### src/rtl/shift_add_mul_pkg.sv
package shift_add_mul_pkg;
  typedef struct packed {
    logic load;
    logic step;
    logic commit;
  } mulCtrl_t;
endpackage

### src/rtl/shift_add_ctrl.sv
module shift_add_ctrl
  import shift_add_mul_pkg::*;
#(
  parameter int WIDTH = 32
) (
  input  logic     clk,
  input  logic     rstN,
  input  logic     startPulse,
  output mulCtrl_t ctrl,
  output logic     busy,
  output logic     done
);
  localparam int CNT_W = $clog2(WIDTH);
  localparam int LEN_W = CNT_W + 2;
  localparam logic [CNT_W-1:0] LAST_STEP = CNT_W'(WIDTH - 1);

  typedef enum logic [1:0] {ST_IDLE, ST_RUN, ST_FIN} ctrlState_t;

  ctrlState_t state;
  logic [CNT_W-1:0] stepCnt;
  logic doneReg;

  always_ff @(posedge clk) begin
    if (!rstN) begin
      state   <= ST_IDLE;
      stepCnt <= '0;
      doneReg <= 1'b0;
    end else begin
      doneReg <= 1'b0;
      case (state)
        ST_IDLE: if (startPulse) begin
          state   <= ST_RUN;
          stepCnt <= '0;
        end
        ST_RUN: begin
          stepCnt <= stepCnt + 1'b1;
          if (stepCnt == LAST_STEP) state <= ST_FIN;
        end
        ST_FIN: begin
          state   <= ST_IDLE;
          doneReg <= 1'b1;
        end
        default: state <= ST_IDLE;
      endcase
    end
  end

  always_comb begin
    ctrl.load   = (state == ST_IDLE) && startPulse;
    ctrl.step   = (state == ST_RUN);
    ctrl.commit = (state == ST_FIN);
  end

  assign busy = (state != ST_IDLE);
  assign done = doneReg;

  // Independent length count of the busy window, used only by the check below.
  logic [LEN_W-1:0] busyLen;
  always_ff @(posedge clk) begin
    if (!rstN) busyLen <= '0;
    else if (ctrl.load) busyLen <= '0;
    else if (busy) busyLen <= busyLen + 1'b1;
  end

  assert_busy_len_R3: assert property (@(posedge clk) disable iff (!rstN)
    $rose(done) |-> busyLen == LEN_W'(WIDTH + 1));

  assert_start_ignored_R7: assert property (@(posedge clk) disable iff (!rstN)
    (busy && startPulse && state == ST_RUN) |=> (state != ST_IDLE) && !done);
endmodule

### src/rtl/shift_add_dp.sv
module shift_add_dp
  import shift_add_mul_pkg::*;
#(
  parameter int WIDTH = 32
) (
  input  logic             clk,
  input  logic             rstN,
  input  mulCtrl_t         ctrl,
  input  logic             signedMode,
  input  logic [WIDTH-1:0] opA,
  input  logic [WIDTH-1:0] opB,
  output logic [WIDTH-1:0] hiOut,
  output logic [WIDTH-1:0] loOut
);
  localparam int PW = 2 * WIDTH;

  logic [WIDTH-1:0] mcand;
  logic [PW-1:0]    prodReg;
  logic             negRes;
  logic [WIDTH-1:0] hiReg, loReg;

  logic             aNeg, bNeg;
  logic [WIDTH-1:0] magA, magB;
  logic [WIDTH:0]   sumWide;
  logic [PW-1:0]    finalProd;

  always_comb begin
    aNeg = signedMode && opA[WIDTH-1];
    bNeg = signedMode && opB[WIDTH-1];
    magA = aNeg ? (~opA + 1'b1) : opA;
    magB = bNeg ? (~opB + 1'b1) : opB;
    sumWide = {1'b0, prodReg[PW-1:WIDTH]} +
              {1'b0, (prodReg[0] ? mcand : {WIDTH{1'b0}})};
    finalProd = negRes ? (~prodReg + 1'b1) : prodReg;
  end

  always_ff @(posedge clk) begin
    if (!rstN) begin
      mcand   <= '0;
      prodReg <= '0;
      negRes  <= 1'b0;
      hiReg   <= '0;
      loReg   <= '0;
    end else begin
      if (ctrl.load) begin
        mcand   <= magA;
        prodReg <= {{WIDTH{1'b0}}, magB};
        negRes  <= aNeg ^ bNeg;
      end else if (ctrl.step) begin
        prodReg <= {sumWide, prodReg[WIDTH-1:1]};
      end
      if (ctrl.commit) begin
        hiReg <= finalProd[PW-1:WIDTH];
        loReg <= finalProd[WIDTH-1:0];
      end
    end
  end

  assign hiOut = hiReg;
  assign loOut = loReg;

  assert_hold_result_R8: assert property (@(posedge clk) disable iff (!rstN)
    !ctrl.commit |=> $stable(hiReg) && $stable(loReg));

  assert_shift_low_R4: assert property (@(posedge clk) disable iff (!rstN)
    ctrl.step |=> prodReg[WIDTH-2:0] == $past(prodReg[WIDTH-1:1]));

  assert_sign_kept_R5: assert property (@(posedge clk) disable iff (!rstN)
    ctrl.step |=> $stable(negRes) && $stable(mcand));
endmodule

### src/rtl/shift_add_mul.sv
module shift_add_mul
  import shift_add_mul_pkg::*;
#(
  parameter int WIDTH = 32
) (
  input  logic             clk,
  input  logic             rstN,
  input  logic             startPulse,
  input  logic             signedMode,
  input  logic [WIDTH-1:0] opA,
  input  logic [WIDTH-1:0] opB,
  output logic             busy,
  output logic             done,
  output logic [WIDTH-1:0] hiOut,
  output logic [WIDTH-1:0] loOut
);
  mulCtrl_t ctrl;

  shift_add_ctrl #(.WIDTH(WIDTH)) uCtrl (
    .clk(clk), .rstN(rstN), .startPulse(startPulse),
    .ctrl(ctrl), .busy(busy), .done(done)
  );

  shift_add_dp #(.WIDTH(WIDTH)) uDp (
    .clk(clk), .rstN(rstN), .ctrl(ctrl), .signedMode(signedMode),
    .opA(opA), .opB(opB), .hiOut(hiOut), .loOut(loOut)
  );

  assert_done_not_busy_R3: assert property (@(posedge clk) disable iff (!rstN)
    done |-> !busy);

  assert_done_single_R3: assert property (@(posedge clk) disable iff (!rstN)
    done |=> !done);

  assert_start_accept_R2: assert property (@(posedge clk) disable iff (!rstN)
    (startPulse && !busy) |=> busy);
endmodule

### config.mk
export PLATFORM = sky130hd
export DESIGN_NAME = shift_add_mul
export DESIGN_NICKNAME = d
export VERILOG_FILES = /design/src/rtl/shift_add_mul_pkg.sv /design/src/rtl/shift_add_ctrl.sv /design/src/rtl/shift_add_dp.sv /design/src/rtl/shift_add_mul.sv
export SDC_FILE = /design/constraint.sdc
export NUM_CORES = 1
export LEC_CHECK = 0
export CORE_UTILIZATION = 48
export CTS_CLUSTER_SIZE = 14
export DETAILED_ROUTE_END_ITERATION = 10
export MAX_ROUTING_LAYER = met4
export PLACE_DENSITY = 0.73
export SKIP_CTS_REPAIR_TIMING = 1
export SLEW_MARGIN = 15
export SYNTH_ARGS = -nofsm -noshare
export SYNTH_HDL_FRONTEND = slang
export SYNTH_SLANG_ARGS = --single-unit
### constraint.sdc
create_clock -name clk -period 3.1 [get_ports clk]
set_clock_uncertainty 0.05 [all_clocks]
set_input_delay 0.775 -clock clk [delete_from_list [all_inputs] [get_ports clk]]
set_output_delay 0.775 -clock clk [all_outputs]
set_load 0.02 [all_outputs]
## After elaboration in Yosys (flattened, before gate mapping)

Index checks and enable logic that the tools add are counted.

| word-level totals | value |
|---|---|
| bits in registers | 169 |
| input port bits | 68 |
| output and inout bits | 66 |
| logic and storage cells | 46 |

| cells by class | value |
|---|---|
| add/sub/neg operators | 5 |
| equality and inequality tests | 5 |
| muxes and demuxes | 12 |
| bitwise logic cells | 5 |
| reduce and logical (&&, ||, !) cells | 10 |

Operators with widths:

| cell | number |
|---|---|
| 2-to-1 mux 32 bit | 5 |
| adder 32 x 1 -> 32 bit (second input constant) | 2 |
| adder 64 x 1 -> 64 bit (second input constant) | 1 |
| 2-to-1 mux 64 bit | 1 |
| inverter 32 bit | 2 |
| inverter 64 bit | 1 |
| adder 32 x 32 -> 33 bit | 1 |
| one-hot mux 5 bit (2 select lines) | 1 |
| nonzero test 2 bit | 3 |
| adder 5 x 1 -> 5 bit (second input constant) | 1 |
| == test 5 bit (second input constant) | 1 |
| 2-to-1 mux 5 bit | 1 |
| 2-to-1 mux 2 bit | 2 |
| one-hot mux 2 bit (2 select lines) | 1 |
| AND reduction 2 bit | 2 |
| logical AND 1 bit | 3 |
| == test 2 x 1 -> 1 bit (second input constant) | 1 |
| == test 2 bit (second input constant) | 1 |
| logical NOT 2 bit | 1 |
| inequality test 2 x 1 -> 1 bit (second input constant) | 1 |
| inequality test 2 bit (second input constant) | 1 |
| OR reduction 2 bit | 1 |
| 2-to-1 mux 1 bit | 1 |
| inverter 1 bit | 1 |
| XOR 1 bit | 1 |

## Logic depth before layout (Yosys ltp)

| depth | value |
|---|---|
| depth after elaboration | 4 |
| mapped depth | 14 |
| depth with buffers taken out | 12 |

## By module

From an unflattened synthesis, not the netlist that was laid out.

| unflattened totals | value |
|---|---|
| cells, all modules | 1320 |
| area total of the unflattened synthesis | 10717.8 sq um |

Modules (own cells, without submodules):

| module | times used | cells each | area each (sq um) | seq. area each (sq um) |
|---|---|---|---|---|
| shift_add_dp | 1 | 1282 | 10339.9 | 3223.1 |
| shift_add_ctrl | 1 | 38 | 377.9 | 160.2 |

## Worst setup path before layout

OpenSTA, ideal clock, no wires.

| path | value |
|---|---|
| path kind | flip-flop to flip-flop |
| from | reg uDp.prodReg[0] |
| to | reg uDp.prodReg[61] |
| library setup time | 0.062 ns |
| arrival | 3.119 ns |
| slack | -0.132 ns |
| stages on the path, launching flop included | 15 |
| buffers on the path | 2 |
| clock period less this slack | 3.232 ns |
| path through | dfxtp_1 > clkbuf_1 > clkbuf_1 > and2_1 > ha_1 > inv_1 > fa_1 > nor2b_1 > o31ai_1 > a211o_1 > a21oi_1 > o211ai_1 > a21o_1 > a2111o_1 > nand3_1 |

| between the ends | value |
|---|---|
| longest elaborated chain between the ends | 2 |

Ends and longest elaborated chain:

| element | RTL line | source |
|---|---|---|
| start: declaration | shift_add_dp.sv:18 | `logic [PW-1:0] prodReg;` |
| start signal: assignment | shift_add_dp.sv:47 | `prodReg <= {{WIDTH{1'b0}}, magB};` |
| start signal: assignment | shift_add_dp.sv:50 | `prodReg <= {sumWide, prodReg[WIDTH-1:1]};` |
| 2-to-1 mux 32 bit | shift_add_dp.sv:33 | `{1'b0, (prodReg[0] ? mcand : {WIDTH{1'b0}})};` |
| adder 32 x 32 -> 33 bit | shift_add_dp.sv:32 | `sumWide = {1'b0, prodReg[PW-1:WIDTH]} +` |

No other way between the ends.
A chain may end at the register's enable or synchronous reset.

## Worst setup path after layout

| path | value |
|---|---|
| from | in opA[7] |
| to | reg uDp.mcand[29] |

| between the ends | value |
|---|---|
| longest elaborated chain between the ends | 3 |

Ends and longest elaborated chain:

| element | RTL line | source |
|---|---|---|
| start: declaration | shift_add_mul.sv:10 | `input logic [WIDTH-1:0] opA,` |
| inverter 32 bit | shift_add_dp.sv:30 | `magA = aNeg ? (~opA + 1'b1) : opA;` |
| adder 32 x 1 -> 32 bit | shift_add_dp.sv:30 |  |
| 2-to-1 mux 32 bit | shift_add_dp.sv:30 |  |
| end signal: assignment | shift_add_dp.sv:46 | `mcand <= magA;` |
| end: declaration | shift_add_dp.sv:17 | `logic [WIDTH-1:0] mcand;` |

No other way between the ends.

==> run metrics <==
status finished, violations left; failing checks setup timing; static leakage between 6 and 7 nW; post-synthesis mux area share 0.00373; CP max-delay cell or4_4; Detailed Place HPWL roughly 23000 µm; root buf cell clkbuf_16; core area 21900 µm²; xor and xnor area share after synthesis 0.107; area growth from synthesis to layout 30.0%; post-synth design cell area 10700 µm²; Reg2Reg Launch Point uDp.prodReg[0]; Detail Route Antenna Nets 0; total CTS buffers 17; initial antenna violation count 0; worst hold start uDp.mcand[31]; clk slew on worst S/H paths ~0.070 ns; PwrDens around 410 nW/µm²; vias in the first global route 9617; number of enable flip-flop cells after synthesis 0; Max-cap violations 0; row cnt 54; CP Launch Type input port; grt peak-use layer met1; Yosys top cell by area dfxtp_1; complex-gate fraction of the synthesized area 0.255; final wirelength between 30000 and 40000 µm; crit path max fanout 3; share of layout cells above drive strength 1 0.140; Async SR Flop Fraction 0; Clk Latency, worst-skew pair roughly 0.44 ns; worst hold path type flip-flop to flip-flop; CP endpoint kind flip-flop; GR Overflow Total 0; Final setup viols 2; Final GP Congestion 0.959; Die Y about 150 µm; register area share after synthesis 0.315; pin count of the biggest net entering global routing ~110; max-slew violations 0; final hold slack 0.394 ns; most numerous cell on the critical path or4_4; Avg Inst Size Synth between 8 and 9 µm²; Synth Area in Simple Gates 0.238; Ys Warns 0; Die W 152 µm; cells after synthesis roughly 1300; Crit path required time approximately 3.4 ns; Ports approximately 130; CTS tree yes; initial DRC count roughly 750; internal reg-to-reg setup slack about 0.080 ns; RSZ-0062 raised after global routing yes; Critical Path AT roughly 3.5 ns; Rel. slew slack 0.438; number of distinct library cells after synthesis 69; adder-cell area share of the yosys netlist 0.0450; router iterations before antenna repair 7; WP buf/inv 1; commonest non-fill, non-tap cell in the layout nand2_1; Cell Chain, Critical Path buf_6 -> or4_4 -> or4_4 -> nor4_4 -> nand2_2 -> or4_4 -> o41ai_4 -> xor2_1 -> o21ai_1; type of the worst setup path input port to flip-flop; CP delay by family, top simple AND/OR/NAND/NOR gates; met1 usage 0.406; min cycle time layout between 3 and 4 ns; Die Footprint between 20000 and 25000 µm²; most frequent cells in the layout nand2_1, dfxtp_1, buf_4, clkdlybuf4s50_1, xor2_1; Yosys top cell area share 0.315; met2 Usage GRT 0.400; worst-margin pin slew 0.843 ns; final worst slack -0.128 ns; Pwr Total roughly 5.7 mW; initial core utilization 0.490; synth top area cells dfxtp_1, o211a_1, xor2_1, nand2_1, ha_1; detailed-route via count 10600; R2R Path End uDp.prodReg[61]; Final Hold Viols 0; worst r2r path cells 12; Max Freq slightly above 0.3 GHz; DRC viols 0; WHS Endpoint uDp.mcand[31]; FILL cells ~2000; multi-input logic area between 7000 and 8000 µm²; post-synthesis register bit count 169; Routed WL per cell roughly 17 µm; H-tree depth 4; antenna fix cells 0; Port Buffer Count 133; Tot GR Track Use 0.277; Via density approximately 5.8; final worst-path cycle share 1.04; Max Buffers Root-to-Sink 2; clock sinks between 150 and 200; Setup WS pre-CTS -0.619 ns; CP peak stage delay between 0.5 and 0.6 ns; main combinational cell family by area after synthesis compound AO/OA/AOI/OAI gates; sequential cell area approximately 3400 µm²; met3 usage 0.0344; first-pass GRT wire length around 50000 µm; Mapped Nets between 1000 and 1500; Worst VDD drop ~0.00030 V; hold path cells 2; Nets 1652; Synth Flop Type dfxtp_1
==> metal layers <==
metal	vias to the layer above	share of wire
li1	5280	-
met1	4968	0.50
met2	344	0.43
met3	28	0.062
met4	0	0.013
met5	-	0
==> through the flow <==
stage,utilization,TNS [ns],instance area (µm²),std cells
after global routing,0.637,-0.433,13900,1839
after detailed placement,0.603,-7.86,13200,1804
after global placement,0.603,-6.34,13200,1804
final,0.637,-0.161,13900,1839
after CTS,0.632,-0.933,13800,1836
after floorplan,-,-0.195,10700,1335
==> cells in the mapped netlist (7+ instances only) <==
cell      number
a21o_1        15
inv_1         19
nor4_1        13
o41ai_1       20
o21a_1         9
or3_1         15
xor2_1        91
o211a_1       80
nor2b_1       16
dfxtp_1      169
o221ai_1       7
nor3_1        25
o211ai_1       8
xnor2_1       40
o31ai_1       29
or4_1         16
a211oi_1      11
and2_1        45
ha_1          37
clkbuf_1      76
o21ai_0       85
nor2_1        60
a31oi_1        8
a21oi_1       69
and3_1        12
nand4_1       11
nand2_1      206
nand3_1       60
==> flip-flops by register name, summed over array words and instances, names as in the netlist <==
| name | cells |
|---|---|
| uDp.negRes | 1 |
| uDp.mcand | 32 |
| uDp.hiOut | 32 |
| uCtrl.stepCnt | 5 |
| uDp.prodReg | 64 |
| uDp.loOut | 32 |
| uCtrl.done | 1 |
| uCtrl.state | 2 |
==> report_power, final <==
part	internal (mW)	leakage [nW]	switching (mW)
registers	2.26	1.38	0.103
logic	0.455	4.65	0.566
clock network	1.31	0.309	0.999
==> cell type report <==
type | count | area share
well taps | 280 | 0.0251
flip-flops and latches | 169 | 0.243
inverters | 19 | 0.00511
multi-input cells | 1063 | 0.507
repair buffers | 276 | 0.175
clock inverters | 15 | 0.0149
clock buffers | 17 | 0.0305
==> worst min-delay path, stage by stage, from the launching register on <==
cell and delay (ns):
dfxtp_1 0.31, nand2_1 0.05, nand2_1 0.04
==> worst max path at each step <==
stage | slack (ns) | end | depth (start not counted) | start
after global routing | -0.24 | uDp.mcand[29] | 9 | opA[7]
after global placement | -0.57 | uDp.mcand[29] | 9 | opA[8]
after floorplan | -0.09 | uDp.mcand[29] | 8 | opA[8]
after CTS | -0.16 | uDp.mcand[27] | 9 | opA[8]
after detailed placement | -0.62 | uDp.mcand[27] | 9 | opA[8]
final | -0.13 | uDp.mcand[29] | 9 | opA[7]
==> kinds of logic after synthesis <==
group / Yosys count
AND/OR/NAND/NOR: 515
multiplexers: 4
AO/OA/AOI/OAI: 375
XOR/XNOR: 131
buffers and inverters: 103
adder cells (fa/ha/maj): 38
flip-flops: 169
Power figures use the tool's default switching activity.
